File: config.mk
export PLATFORM = sky130hd
export DESIGN_NAME = rr_exec_unit
export DESIGN_NICKNAME = d
export VERILOG_FILES = /design/src/rtl/rr_exec_pkg.sv /design/src/rtl/rr_exec_addsub.sv /design/src/rtl/rr_exec_shift.sv /design/src/rtl/rr_exec_decode.sv /design/src/rtl/rr_exec_unit.sv
export SDC_FILE = /design/constraint.sdc
export NUM_CORES = 1
export LEC_CHECK = 0
export ABC_AREA = 1
export CAP_MARGIN = 20
export CORE_MARGIN = 5
export CORE_UTILIZATION = 52
export DETAILED_ROUTE_END_ITERATION = 10
export DONT_BUFFER_PORTS = 1
export GPL_ROUTABILITY_DRIVEN = 0
export PLACE_DENSITY = 0.73
export SLEW_MARGIN = 10
export SYNTH_ARGS = -nofsm -noshare
export SYNTH_HDL_FRONTEND = slang
export SYNTH_SLANG_ARGS = --single-unit
File: constraint.sdc
create_clock -name vclk -period 5.1
set_input_delay 1.02 -clock vclk [all_inputs]
set_output_delay 1.02 -clock vclk [all_outputs]
set_load 0.02 [all_outputs]
File: src/rtl/rr_exec_pkg.sv
package rr_exec_pkg;
   localparam int FC_W = 6;

   localparam logic [FC_W-1:0] FC_SHL  = 6'd1;
   localparam logic [FC_W-1:0] FC_SHR  = 6'd2;
   localparam logic [FC_W-1:0] FC_INV  = 6'd8;
   localparam logic [FC_W-1:0] FC_ADD  = 6'd32;
   localparam logic [FC_W-1:0] FC_SUB  = 6'd34;
   localparam logic [FC_W-1:0] FC_AND  = 6'd36;

   typedef enum logic [2:0] {
      SEL_NONE = 3'd0,
      SEL_ARITH = 3'd1,
      SEL_AND  = 3'd2,
      SEL_SHL  = 3'd3,
      SEL_SHR  = 3'd4,
      SEL_INV  = 3'd5
   } sel_e;
endpackage

File: src/rtl/rr_exec_addsub.sv
module rr_exec_addsub #(
   parameter int W = 32
) (
   input  logic [W-1:0] a,
   input  logic [W-1:0] b,
   input  logic         sub,
   output logic [W-1:0] y
);
   logic [W-1:0] b_eff;
   logic [W-1:0] cin_vec;

   assign b_eff   = b ^ {W{sub}};
   assign cin_vec = {{(W-1){1'b0}}, sub};
   assign y       = a + b_eff + cin_vec;
endmodule

File: src/rtl/rr_exec_shift.sv
module rr_exec_shift #(
   parameter int W        = 32,
   parameter int SH_W     = 5,
   parameter bit TO_LEFT  = 1'b1,
   parameter int STYLE    = 0
) (
   input  logic [W-1:0]    din,
   input  logic [SH_W-1:0] amt,
   output logic [W-1:0]    dout
);
   generate
      if (STYLE == 0) begin : g_staged
         logic [W-1:0] stg [0:SH_W];
         assign stg[0] = din;
         for (genvar i = 0; i < SH_W; i++) begin : g_stage
            if (TO_LEFT) begin : g_l
               assign stg[i+1] = amt[i] ? (stg[i] << (1 << i)) : stg[i];
            end else begin : g_r
               assign stg[i+1] = amt[i] ? (stg[i] >> (1 << i)) : stg[i];
            end
         end
         assign dout = stg[SH_W];
      end else begin : g_operator
         if (TO_LEFT) begin : g_l
            assign dout = din << amt;
         end else begin : g_r
            assign dout = din >> amt;
         end
      end
   endgenerate
endmodule

File: src/rtl/rr_exec_decode.sv
module rr_exec_decode
   import rr_exec_pkg::*;
(
   input  logic [FC_W-1:0] fcode,
   output sel_e            sel,
   output logic            sub
);
   always_comb begin
      sel = SEL_NONE;
      sub = 1'b0;
      case (fcode)
         FC_ADD: sel = SEL_ARITH;
         FC_SUB: begin
            sel = SEL_ARITH;
            sub = 1'b1;
         end
         FC_AND: sel = SEL_AND;
         FC_SHL: sel = SEL_SHL;
         FC_SHR: sel = SEL_SHR;
         FC_INV: sel = SEL_INV;
         default: sel = SEL_NONE;
      endcase
   end
endmodule

File: src/rtl/rr_exec_unit.sv
module rr_exec_unit
   import rr_exec_pkg::*;
#(
   parameter int W           = 32,
   parameter int SHIFT_STYLE = 0
) (
   input  logic [W-1:0]         opnd_a,
   input  logic [W-1:0]         opnd_b,
   input  logic [$clog2(W)-1:0] shamt,
   input  logic [FC_W-1:0]      fcode,
   output logic [W-1:0]         result,
   output logic                 valid,
   output logic                 zero
);
   localparam int SH_W = $clog2(W);

   generate
      if (W < 8) begin : g_chk_w
         $error("rr_exec_unit: W must be at least 8");
      end
      if ((1 << SH_W) != W) begin : g_chk_pow2
         $error("rr_exec_unit: W must be a power of two");
      end
      if (SHIFT_STYLE < 0 || SHIFT_STYLE > 1) begin : g_chk_style
         $error("rr_exec_unit: SHIFT_STYLE must be 0 or 1");
      end
   endgenerate

   sel_e         sel;
   logic         do_sub;
   logic [W-1:0] arith_y;
   logic [W-1:0] shl_y;
   logic [W-1:0] shr_y;

   rr_exec_decode u_dec (
      .fcode (fcode),
      .sel   (sel),
      .sub   (do_sub)
   );

   rr_exec_addsub #(.W(W)) u_arith (
      .a   (opnd_a),
      .b   (opnd_b),
      .sub (do_sub),
      .y   (arith_y)
   );

   rr_exec_shift #(.W(W), .SH_W(SH_W), .TO_LEFT(1'b1), .STYLE(SHIFT_STYLE)) u_shl (
      .din  (opnd_b),
      .amt  (shamt),
      .dout (shl_y)
   );

   rr_exec_shift #(.W(W), .SH_W(SH_W), .TO_LEFT(1'b0), .STYLE(SHIFT_STYLE)) u_shr (
      .din  (opnd_b),
      .amt  (shamt),
      .dout (shr_y)
   );

   always_comb begin
      unique case (sel)
         SEL_ARITH: result = arith_y;
         SEL_AND:   result = opnd_a & opnd_b;
         SEL_SHL:   result = shl_y;
         SEL_SHR:   result = shr_y;
         SEL_INV:   result = ~opnd_b;
         default:   result = '0;
      endcase
   end

   assign valid = (sel != SEL_NONE);
   assign zero  = ~|result;
endmodule

# --- Word level (Yosys, flattened, before mapping) ---
# Index checks and enable logic that the tools add are counted.
totals:
  word_cells: 33
  register_bits: 0
  output_inout_bits: 34
op_classes:
  reduce_logical: 4
  eq_ne: 11
  n_mux: 13
  bitwise: 3
  addsub: 2
ops:
  columns: ["operator", "count"]
  rows:
  - ["$mux W32", 10]
  - ["$pmux W32 S5", 1]
  - ["$add A32 B1 Y32", 1]
  - ["$add A32 B32 Y32", 1]
  - ["$and A32 B32 Y32", 1]
  - ["$not A32 Y32", 1]
  - ["$reduce_or A32 Y1", 1]
  - ["$xor A32 B32 Y32", 1]
  - ["$eq A6 B6 Y1 const B", 3]
  - ["$pmux W3 S5", 1]
  - ["$eq A3 B2 Y1 const B", 2]
  - ["$eq A3 B3 Y1 const B", 2]
  - ["$eq A6 B1 Y1 const B", 1]
  - ["$eq A6 B2 Y1 const B", 1]
  - ["$eq A6 B4 Y1 const B", 1]
  - ["$eq A3 B1 Y1 const B", 1]
  - ["$reduce_bool A3 Y1", 1]
  - ["$reduce_or A2 Y1", 1]
  - ["$logic_not A1 Y1", 1]
  - ["$mux W1", 1]

# --- Longest topological paths before layout ---
# Gate-level depths: netlist of run 1.
depth:
  ltp_word: 8
  ltp_mapped: 23
  ltp_nobuf: 23

# --- Cells and area by module ---
# From an unflattened synthesis of run 1, not the netlist that was laid out.
hier_totals:
  hier_cells: 1604
  hier_area_um2: 7641.1
modules_own_cells:
  columns: ["mod", "area_each_um2", "cells_each", "n_inst"]
  rows:
  - ["rr_exec_addsub", 2590.0, 479, 1]
  - ["rr_exec_unit", 1762.9, 391, 1]
  - ["rr_exec_shift (u_shr)", 1609.0, 361, 1]
  - ["rr_exec_shift (u_shl)", 1595.3, 354, 1]
  - ["rr_exec_decode", 83.8, 19, 1]

# --- Worst setup path after synthesis of run 1 ---
# No wires, ideal clock.
synth_timing:
  kind: "input to output"
  start: "in fcode[3]"
  end: "out zero"
  path_stages: 20
  t_arrival_ns: 3.833
  path_buffers: 1
  t_required_ns: 4.080
  path_slack_ns: 0.247
  path_cell_list: "nor2_2 > nand3_2 > buf_1 > xor2_1 > fa_1 > inv_1 > nand3_1 > nand2_1 > nand3_1 > nand2_1 > nand2_1 > nand2_1 > nand2_1 > nand3_1 > nand3_1 > nor2_1 > nand3_1 > nor2_1 > nand3_1 > nor2_1"
synth_between:
  elab_chain_cells: 8
  word_cells_on_any_way: 20
synth_rtl:
  columns: ["element", "line_no", "rtl"]
  rows:
  - ["from (decl)", "rr_exec_unit.sv:10", "input logic [FC_W-1:0] fcode,"]
  - ["$eq A6 B6 Y1", "rr_exec_decode.sv:11", "case (fcode)"]
  - ["$mux W1", "rr_exec_decode.sv:11", null]
  - ["$xor A32 B32 Y32", "rr_exec_addsub.sv:12", "assign b_eff = b ^ {W{sub}};"]
  - ["$add A32 B32 Y32", "rr_exec_addsub.sv:14", "assign y = a + b_eff + cin_vec;"]
  - ["$add A32 B1 Y32", "rr_exec_addsub.sv:14", null]
  - ["$pmux W32 S5 (*)", "rr_exec_unit.sv:61", "unique case (sel)"]
  - ["named net result[16]", "rr_exec_unit.sv:11", "output logic [W-1:0] result,"]
  - ["$reduce_or A32 Y1 (*)", "rr_exec_unit.sv:72", "assign zero = ~|result;"]
  - ["$logic_not A1 Y1 (*)", "rr_exec_unit.sv:72", null]
  - ["to (decl)", "rr_exec_unit.sv:13", "output logic zero"]
# The timed path passes the listed nets; every way through them passes the cells marked *.

# --- Worst setup path in the final report of run 1 ---
layout_timing:
  start: "in fcode[1]"
  end: "out zero"
layout_between:
  elab_chain_cells: 8
  word_cells_on_any_way: 20
layout_rtl:
  columns: ["element", "line_no"]
  rows:
  - ["$eq A6 B6 Y1", "rr_exec_decode.sv:11"]
  - ["$mux W1", "rr_exec_decode.sv:11"]
  - ["$xor A32 B32 Y32", "rr_exec_addsub.sv:12"]
  - ["$add A32 B32 Y32", "rr_exec_addsub.sv:14"]
  - ["$add A32 B1 Y32", "rr_exec_addsub.sv:14"]
  - ["$pmux W32 S5 (*)", "rr_exec_unit.sv:61"]
  - ["$reduce_or A32 Y1 (*)", "rr_exec_unit.sv:72"]
  - ["$logic_not A1 Y1 (*)", "rr_exec_unit.sv:72"]
# Mark *: on every way between the ends. The rest lies on a longest branch, timed or not.

==> impl_results.md, run 1 <==
- Final Setup Violations: 0
- Mean Syn Cell Area: between 4 and 5 um^2
- Relative slew slack: a little over a third
- Tmin final: approximately 5000 ps
- DR vias: just over 10000
- Layout net count: 1533
- Largest net degree at the start of global routing: 65
- First-pass DRT Iterations: 9
- Cell variety after synth: 40
- Final Hold Viols: 0
- Total length of routed wires: around 30000 um
- Hold_ws: between 2000 and 2500 ps
- Maximum VDD drop: 0.0560 mV
- P per Cell Area: 93.7 mW/mm^2
- Rows: between 40 and 50
- Seq cells: 0
- Die Width: about 120 um
- Util after Layout: around 58%
- First-pass GRT wire length: approximately 46000 um
- Seq/Total Area, Yosys: 0%
- Layout area overhead: 7.90%
- Die area: around 0.015 mm^2
- DR iter-0 viols: 1834
- Crit Path Max Fanout: 16
- # Max-Cap Violations: 0
- Drt via density: roughly 6.5
- Avg WL per Cell: roughly 19 um
- Layout cells sized above 1: 8.30%
- HP Class: input pin to output pin
- Total track usage: approximately 35%
- Antenna Cells: 0
- Initial antenna violation count: 0
- Clk_buf instances: 0
- DRC viols: 0
- Status: complete, no violations
- Hold-fix buffers, CTS: 0
- Die height: roughly 120 um
- Syn nets: 1533
- Final worst-path cycle share: 98.4%
- GRT overflow: 0
- CP required: between 4000 and 5000 ps
- Placeable Area: 0.0127 mm^2
- Pleak: 3.90 nW
- Port Buf Inserts: 0
- I/O pins: 109
- CP endpoint kind: output pin
- Peak Freq: roughly 0.20 GHz
- Number of global-route vias before repair: slightly above 9000
- Antenna Nets Post-Route: 0
- Reg area: 0 um^2
- Critical Path AT: 4000 ps
- Synth Instances: ~1400
- Netlist Area Pre-Place: 0.00679 mm^2
- Initial core utilization: a little over half
- Synth Warn #: 0
- Post-DP HPWL: around 23000 um
- Slew at the pin closest to its max-slew limit: roughly 950 ps
- Final slew viol count: 0
- WS Path Type: input pin to output pin
- Crit start category: input pin
-- cell usage in the layout (no fill, tap or decap), types with 2 or more instances in the layout --
cell / count
a21oi_1: 66
o21ai_1: 15
o21bai_1: 6
o211ai_1: 8
o2111ai_1: 3
a31oi_1: 10
inv_1: 136
ha_1: 32
xor2_1: 31
clkinv_1: 3
buf_4: 56
nand2_1: 443
or2_2: 4
nand3_2: 5
and2_1: 6
nor3_2: 2
o22ai_1: 2
o21ai_0: 37
a211oi_1: 2
nor2_4: 3
nor2_2: 15
nor3_1: 8
nand3_1: 318
nand2_2: 13
o21a_1: 3
buf_12: 3
nand4_1: 19
nor2_1: 137
nand3b_1: 10
o221ai_1: 2
a21oi_2: 5
inv_2: 6
-- cell usage after synthesis, types with 2 or more instances --
cell type / n / area [um^2]
a211oi_1: 2 / 15.0
a21oi_1: 71 / 355
a31oi_1: 10 / 62.6
and2_1: 6 / 37.5
buf_1: 11 / 41.3
buf_2: 27 / 135
buf_4: 2 / 15.0
buf_6: 4 / 45.0
clkbuf_1: 17 / 63.8
clkinv_1: 2 / 7.51
ha_1: 34 / 425
inv_1: 138 / 518
inv_2: 5 / 18.8
nand2_1: 448 / 1680
nand2_2: 8 / 50.1
nand3_1: 320 / 1600
nand3_2: 4 / 40.0
nand3b_1: 10 / 75.1
nand4_1: 19 / 119
nor2_1: 149 / 559
nor2_2: 4 / 25.0
nor2_4: 2 / 22.5
nor3_1: 10 / 50.1
o2111ai_1: 3 / 26.3
o211ai_1: 8 / 60.1
o21a_1: 3 / 22.5
o21ai_0: 38 / 190
o21ai_1: 14 / 70.1
o21bai_1: 7 / 52.6
o221ai_1: 2 / 17.5
o22ai_1: 2 / 12.5
or2_2: 4 / 25.0
xor2_1: 32 / 280
-- layer usage --
layer  part of all wire [%]  up-vias  track usage (%)
met5                      0        -                0
met4                    9.0        0             19.3
met3                     16      257             10.0
met2                     40      959             54.7
met1                     34     4456             44.4
li1                       -     4699                -
-- metrics by stage --
stage	setup TNS, ps	cell area, um^2	power, mW	cells	worst slack (ps)
after floorplan	0	6790	0.499	1423	247
final	0	7330	0.687	1593	80.4
after global placement	0	7110	0.619	1583	111
after CTS	0	7110	0.631	1583	45.3
after detailed placement	0	7110	0.628	1583	57.1
after global routing	-38.6	7330	0.750	1593	-38.6
-- worst max-delay path, cell delays in order --
cell,delay [ps]
inv_1,30
nor2_2,170
nand3_4,160
buf_12,200
xor2_1,180
ha_1,390
nand2_1,90
inv_1,80
nand2_1,100
nor2_1,320
nand3_1,200
nand3_1,130
nand2_1,50
nand3_1,60
nand2_1,100
nor2_1,120
nand2_1,70
nor2_1,140
nand3_1,80
nor2_1,140
buf_4,160
-- cell type report --
type,count,area [um^2]
inverters,145,544
repair buffers,60,505
fillers,1369,5390
well taps,172,215
multi-input cells,1216,6060
-- power by group --
part / switching [mW] / total [mW] / leakage (nW) / internal, mW
logic: 0.452 / 0.687 / 3.90 / 0.234
clock network: 0 / 0 / 0 / 0
registers: 0 / 0 / 0 / 0
total: 0.452 / 0.687 / 3.90 / 0.234
-- logic make-up (layout without fill, tap and decap cells) --
group,Yosys count,count (layout),share of synthesized area (%)
xor+xnor,33,33,4.25
simple gates,986,986,63.3
fa+ha+maj,35,35,6.56
compound gates,162,162,13.2
buf+inv,207,205,12.7
-- what timing repair did --
| item | in CTS | in global routing |
|---|---|---|
| endpoints found under the hold margin | 0 | 0 |
| resized for setup | 0 | 35 |
| buffers inserted | 0 | 9 |
| endpoints found under the setup margin | 0 | 1 |
-- final timing paths --
kind	slack, ps	cells after the start	from	end
worst max-delay path	80	21	fcode[1]	zero
worst min-delay path	2430	4	opnd_b[6]	result[6]
Note: power is estimated with default switching activity, not from simulation.
==> run 2, diff against run 1 <==
CORE_UTILIZATION = 25   (was 52)
PLACE_DENSITY = default   (was 0.73)
PLACE_DENSITY_LB_ADDON = 0.3   (was default)
==> impl_results.md, run 2 (synthesis gave the netlist of run 1 again) <==
- Critical Path AT: between 3000 and 4000 ps
- Gate power share: 100.0%
- First-pass DRT Iterations: 8
- Most frequent cells in the layout: nand2_1, nand3_1, inv_1
- Final slew viol count: 0
- M2 GR Usage: around 36%
- Pint: 259 uW
- First-pass GRT wire length: 51600 um
- CP required: approximately 4100 ps
- Port Buf Inserts: 0
- CP delay by family, top: simple AND/OR/NAND/NOR gates
- Number of global-route vias before repair: roughly 9200
- Final worst-path cycle share: a little over nine tenths
- Total length of routed wires: ~35000 um
- Cell area after layout: 0.00787 mm^2
- Antenna Cells: 0
- Pwr Total: about 730 uW
- Avg WL per Cell: 19.3 um
- Met1 usage: 26.6%
- Antenna Nets Post-Route: 0
- Rows: 60
- WP buf/inv: 5
- Seq pwr share: 0%
- I/O pins: between 100 and 150
- Clk_buf instances: 0
- Crit start category: input pin
- HP Class: input pin to output pin
- Initial core utilization: ~25%
- WS Path Type: input pin to output pin
- DR iter-0 viols: 1400
- CP endpoint kind: output pin
- Cell with the most instances on the worst path: nor2_1
- Seq cells: 0
- Maximum VDD drop: between 0.03 and 0.04 mV
- Die Width: between 150 and 200 um
- # Max-Cap Violations: 0
- Placed Instance Area: 0.00765 mm^2
- Crit Path Max Fanout: 11
- Sw Share: about 64%
- Reg area: 0 um^2
- Total track usage: between 20% and 30%
- Cell chain of the critical path: inv_1 > nor2_4 > nand3_4 > buf_12 > xor2_1 > ha_1 > nand2_1 > buf_4 > inv_1 > a21oi_2 > nor2_1 > nor2_1 > nand3b_1 > nand3_1 > nand3_1 > nor2_1 > nand3_1 > nor2_1 > nand3_1 > nor2_1 > buf_4
- Commonest non-fill, non-tap cell in the layout: nand2_1
- DR vias: 9994
- Crit path max-delay cell type: ha_1
- Die height: 175 um
- Status: complete, no violations
- Clock power share: 0%
- Psw: about 470 uW
- Post-DP HPWL: around 28000 um
- Layout area overhead: 15.9%
- Layout net count: 1572
- Layout cells sized above 1: a little under an eighth
- Largest stage delay, worst path: between 300 and 400 ps
- M3 GR Usage: about 2.8%
- Top Usage Layer GRT: met2
- Pleak: 4.11 nW
- GRT overflow: 0
- P per Cell Area: about 93 mW/mm^2
- Final Setup Violations: 0
- Relative slew slack: 60.6%
- DRC viols: 0
- Tmin final: 4970 ps
- Largest net degree at the start of global routing: 65
- Final Hold Viols: 0
- Initial antenna violation count: 0
- Slew at the pin closest to its max-slew limit: about 600 ps
- Placeable Area: about 0.027 mm^2
- Peak Freq: between 0.2 and 0.25 GHz
- Drt via density: approximately 5.5
- Die area: around 0.03 mm^2
## run 2: what timing repair did
action	in CTS	in global routing
gates resized for setup	3	49
hold endpoints to repair	0	0
buffers inserted	0	3
hold buffers	0	0
pin swaps	0	11
endpoints found under the setup margin	1	3
cloned	0	1
## run 2: stage by stage
stage               hold WS [ps]  worst slack, ps  setup TNS (ps)  std cells  utilization (%)
floorplan                   2350              247               0       1423                -
global placement            2460            -47.1           -47.1       1797             28.5
detailed placement          2450            -64.0           -64.0       1797             28.5
CTS                         2460             9.74               0       1797             28.5
global route                2480            -3.04           -3.04       1801             29.3
finish                      2470              128               0       1801             29.3
## run 2: cell type report
| type | count | area, um^2 |
|---|---|---|
| repair buffers | 99 | 798 |
| multi-input cells | 1216 | 6100 |
| well taps | 341 | 427 |
| inverters | 145 | 544 |
| fillers | 3148 | 19000 |
## run 2: worst paths after layout
kind              startpoint         to  slack, ps  cells after the start
setup / recovery    fcode[1]       zero        130                     21
hold / removal      shamt[3]  result[2]       2470                      4
## run 2: tightest hold or removal path, delay by kind of cell
kind,cells,cell delay [ps]
and+or+nand+nor,3,220
buffers and inverters,1,190
## run 2: power by group through the flow
stage	sequential (mW)	clock, mW	combinational [mW]
final	0	0	0.730
after global placement	0	0	0.683
after floorplan	0	0	0.499
after CTS	0	0	0.690
after detailed placement	0	0	0.685
after global routing	0	0	0.805
## run 2: layer usage
metal,routed length (um),part of all wire [%]
met5,0,0
met4,2050,5.9
met3,3420,9.8
met2,16100,46
met1,13200,38
==> run 3, diff against run 2 <==
ABC_AREA = default   (was 1)
CELL_PAD_IN_SITES_DETAIL_PLACEMENT = 1   (was default)
CELL_PAD_IN_SITES_GLOBAL_PLACEMENT = 1   (was default)
==> impl_results.md, run 3 <==
- Maximum VDD drop: approximately 0.049 mV
- Clock power share: 0%
- Total track usage: 23.9%
- I/O pins: 109
- Reg area: 0 um^2
- Syn nets: ~1000
- Synth cell count leaders: nand2_1, o21ai_0, clkbuf_1
- Placeable Area: 0.0261 mm^2
- PnR worst setup slack: -1340 ps
- Post-DP HPWL: between 30000 and 40000 um
- Netlist Area Pre-Place: between 0.006 and 0.007 mm^2
- Critical Path AT: about 5400 ps
- Pleak: ~4.3 nW
- Total length of routed wires: about 38000 um
- Top cells by area, synth: mux4_2, mux2i_1, nand2_1
- Final Setup Violations: 10
- Avg WL per Cell: about 25 um
- Final Hold Viols: 0
- Crit start category: input pin
- Port Buf Inserts: 0
- Most frequent cells in the layout: buf_4, nand2_1, nor2_1
- CP endpoint kind: output pin
- P per Cell Area: roughly 100 mW/mm^2
- Initial core utilization: about a quarter
- WP buf/inv: 1
- Failing checks: setup timing
- Die area: a little under 0.03 mm^2
- CP required: 4080 ps
- Setup TNS: -3650 ps
- Crit Path Max Fanout: 5
- Layout net count: between 1000 and 1500
- Initial antenna violation count: 0
- CP delay by family, top: simple AND/OR/NAND/NOR gates
- Status: complete, but fails checks
- Placed Cells: roughly 1500
- Die height: between 150 and 200 um
- Final worst-path cycle share: 126%
- Sw Share: between 40% and 50%
- Placed Instance Area: roughly 0.0095 mm^2
- Pwr Total: ~1 mW
- Antenna Cells: 0
- Tmin final: about 6400 ps
- Commonest non-fill, non-tap cell in the layout: buf_4
- Relative slew slack: between 40% and 50%
- Cell chain of the critical path: nor3b_4 > and2_4 > nand2_4 > xnor2_1 > ha_1 > a21o_1 > a21oi_1 > o211ai_1 > or3_1 > a31o_4 > or4_1 > or4_1 > or4_4 > or4_4 > nor4_4 > buf_4
- Clk_buf instances: 0
- First-pass GRT wire length: between 50000 and 60000 um
- Slew at the pin closest to its max-slew limit: between 800 and 900 ps
- Fin cells: 1525
- Hold_ws: around 2100 ps
- Fill cells: approximately 3200
- Rows: between 50 and 60
- WS Path Type: input pin to output pin
- Mean Syn Cell Area: roughly 7.1 um^2
- Drt via density: ~6
- Largest net degree at the start of global routing: around 80
- Cell variety after synth: between 80 and 90
- DR iter-0 viols: 800
- Seq pwr share: 0%
- Pint: just over 500 uW
- Psw: ~490 uW
- Final slew viol count: 0
- HP Class: input pin to output pin
- DRC viols: 0
- Multi-input logic area: roughly 0.0066 mm^2
- Synth Warn #: 0
- DR vias: 9168
- # Max-Cap Violations: 0
- Top cell type's share of synthesized area: ~11%
- Largest stage delay, worst path: around 550 ps
- Seq/Total Area, Yosys: 0%
- Layout area overhead: 48.3%
- Peak Freq: 0.155 GHz
- First-pass DRT Iterations: 5
- Crit path max-delay cell type: or4_1
- Cell area after layout: between 0.009 and 0.01 mm^2
- Seq cells: 0
- Gate power share: 100.0%
- Antenna Nets Post-Route: 0
- Layout cells sized above 1: between 30% and 40%
- Area leader, netlist: mux4_2
- Number of global-route vias before repair: between 9000 and 10000
- Util after Layout: 37.6%
- Synth Instances: between 900 and 1000
- GRT overflow: 0
- Die Width: roughly 170 um
- Pre-CTS setup slack: -1600 ps
- Most common cell in the netlist: nand2_1
- RSZ-0062 raised after global routing: true
run 3: kinds of logic after synthesis:
logic type | synth area share, %
AND/OR/NAND/NOR | 24.6
adder cells (fa/ha/maj) | 6.73
multiplexers | 23.8
buffers and inverters | 7.77
AO/OA/AOI/OAI | 31.2
XOR/XNOR | 5.83
run 3: worst paths after layout:
| check | start | endpoint | slack [ps] | cells after the start |
|---|---|---|---|---|
| setup / recovery | fcode[3] | zero | -1340 | 16 |
| hold / removal | fcode[4] | valid | 2120 | 1 |
run 3: area by class of cell:
class,instances,area share (%)
tap,335,4.27
multi-input combinational,822,67.0
timing repair buffer,355,28.2
inverter,13,0.498
run 3: repair_timing:
item	4_1_cts	5_1_grt
resized for setup	26	32
setup buffers	4	2
setup endpoints to repair	14	16
cloned	1	0
pin swaps	15	10
hold buffers	0	0
run 3: layer usage:
metal / part of all wire (%) / vias up / global-route usage, %
met1: 41 / 4548 / 30.9
met2: 48 / 406 / 41.0
li1: - / 4146 / -
met4: 3.1 / 0 / 6.09
met5: 0 / - / 0
met3: 8.3 / 68 / 4.56
run 3: power by group through the flow:
stage	clock [mW]	combinational [mW]	sequential, mW
after floorplan	0	0.553	0
after global placement	0	0.926	0
after detailed placement	0	0.943	0
after CTS	0	0.970	0
after global routing	0	1.07	0
final	0	1.00	0
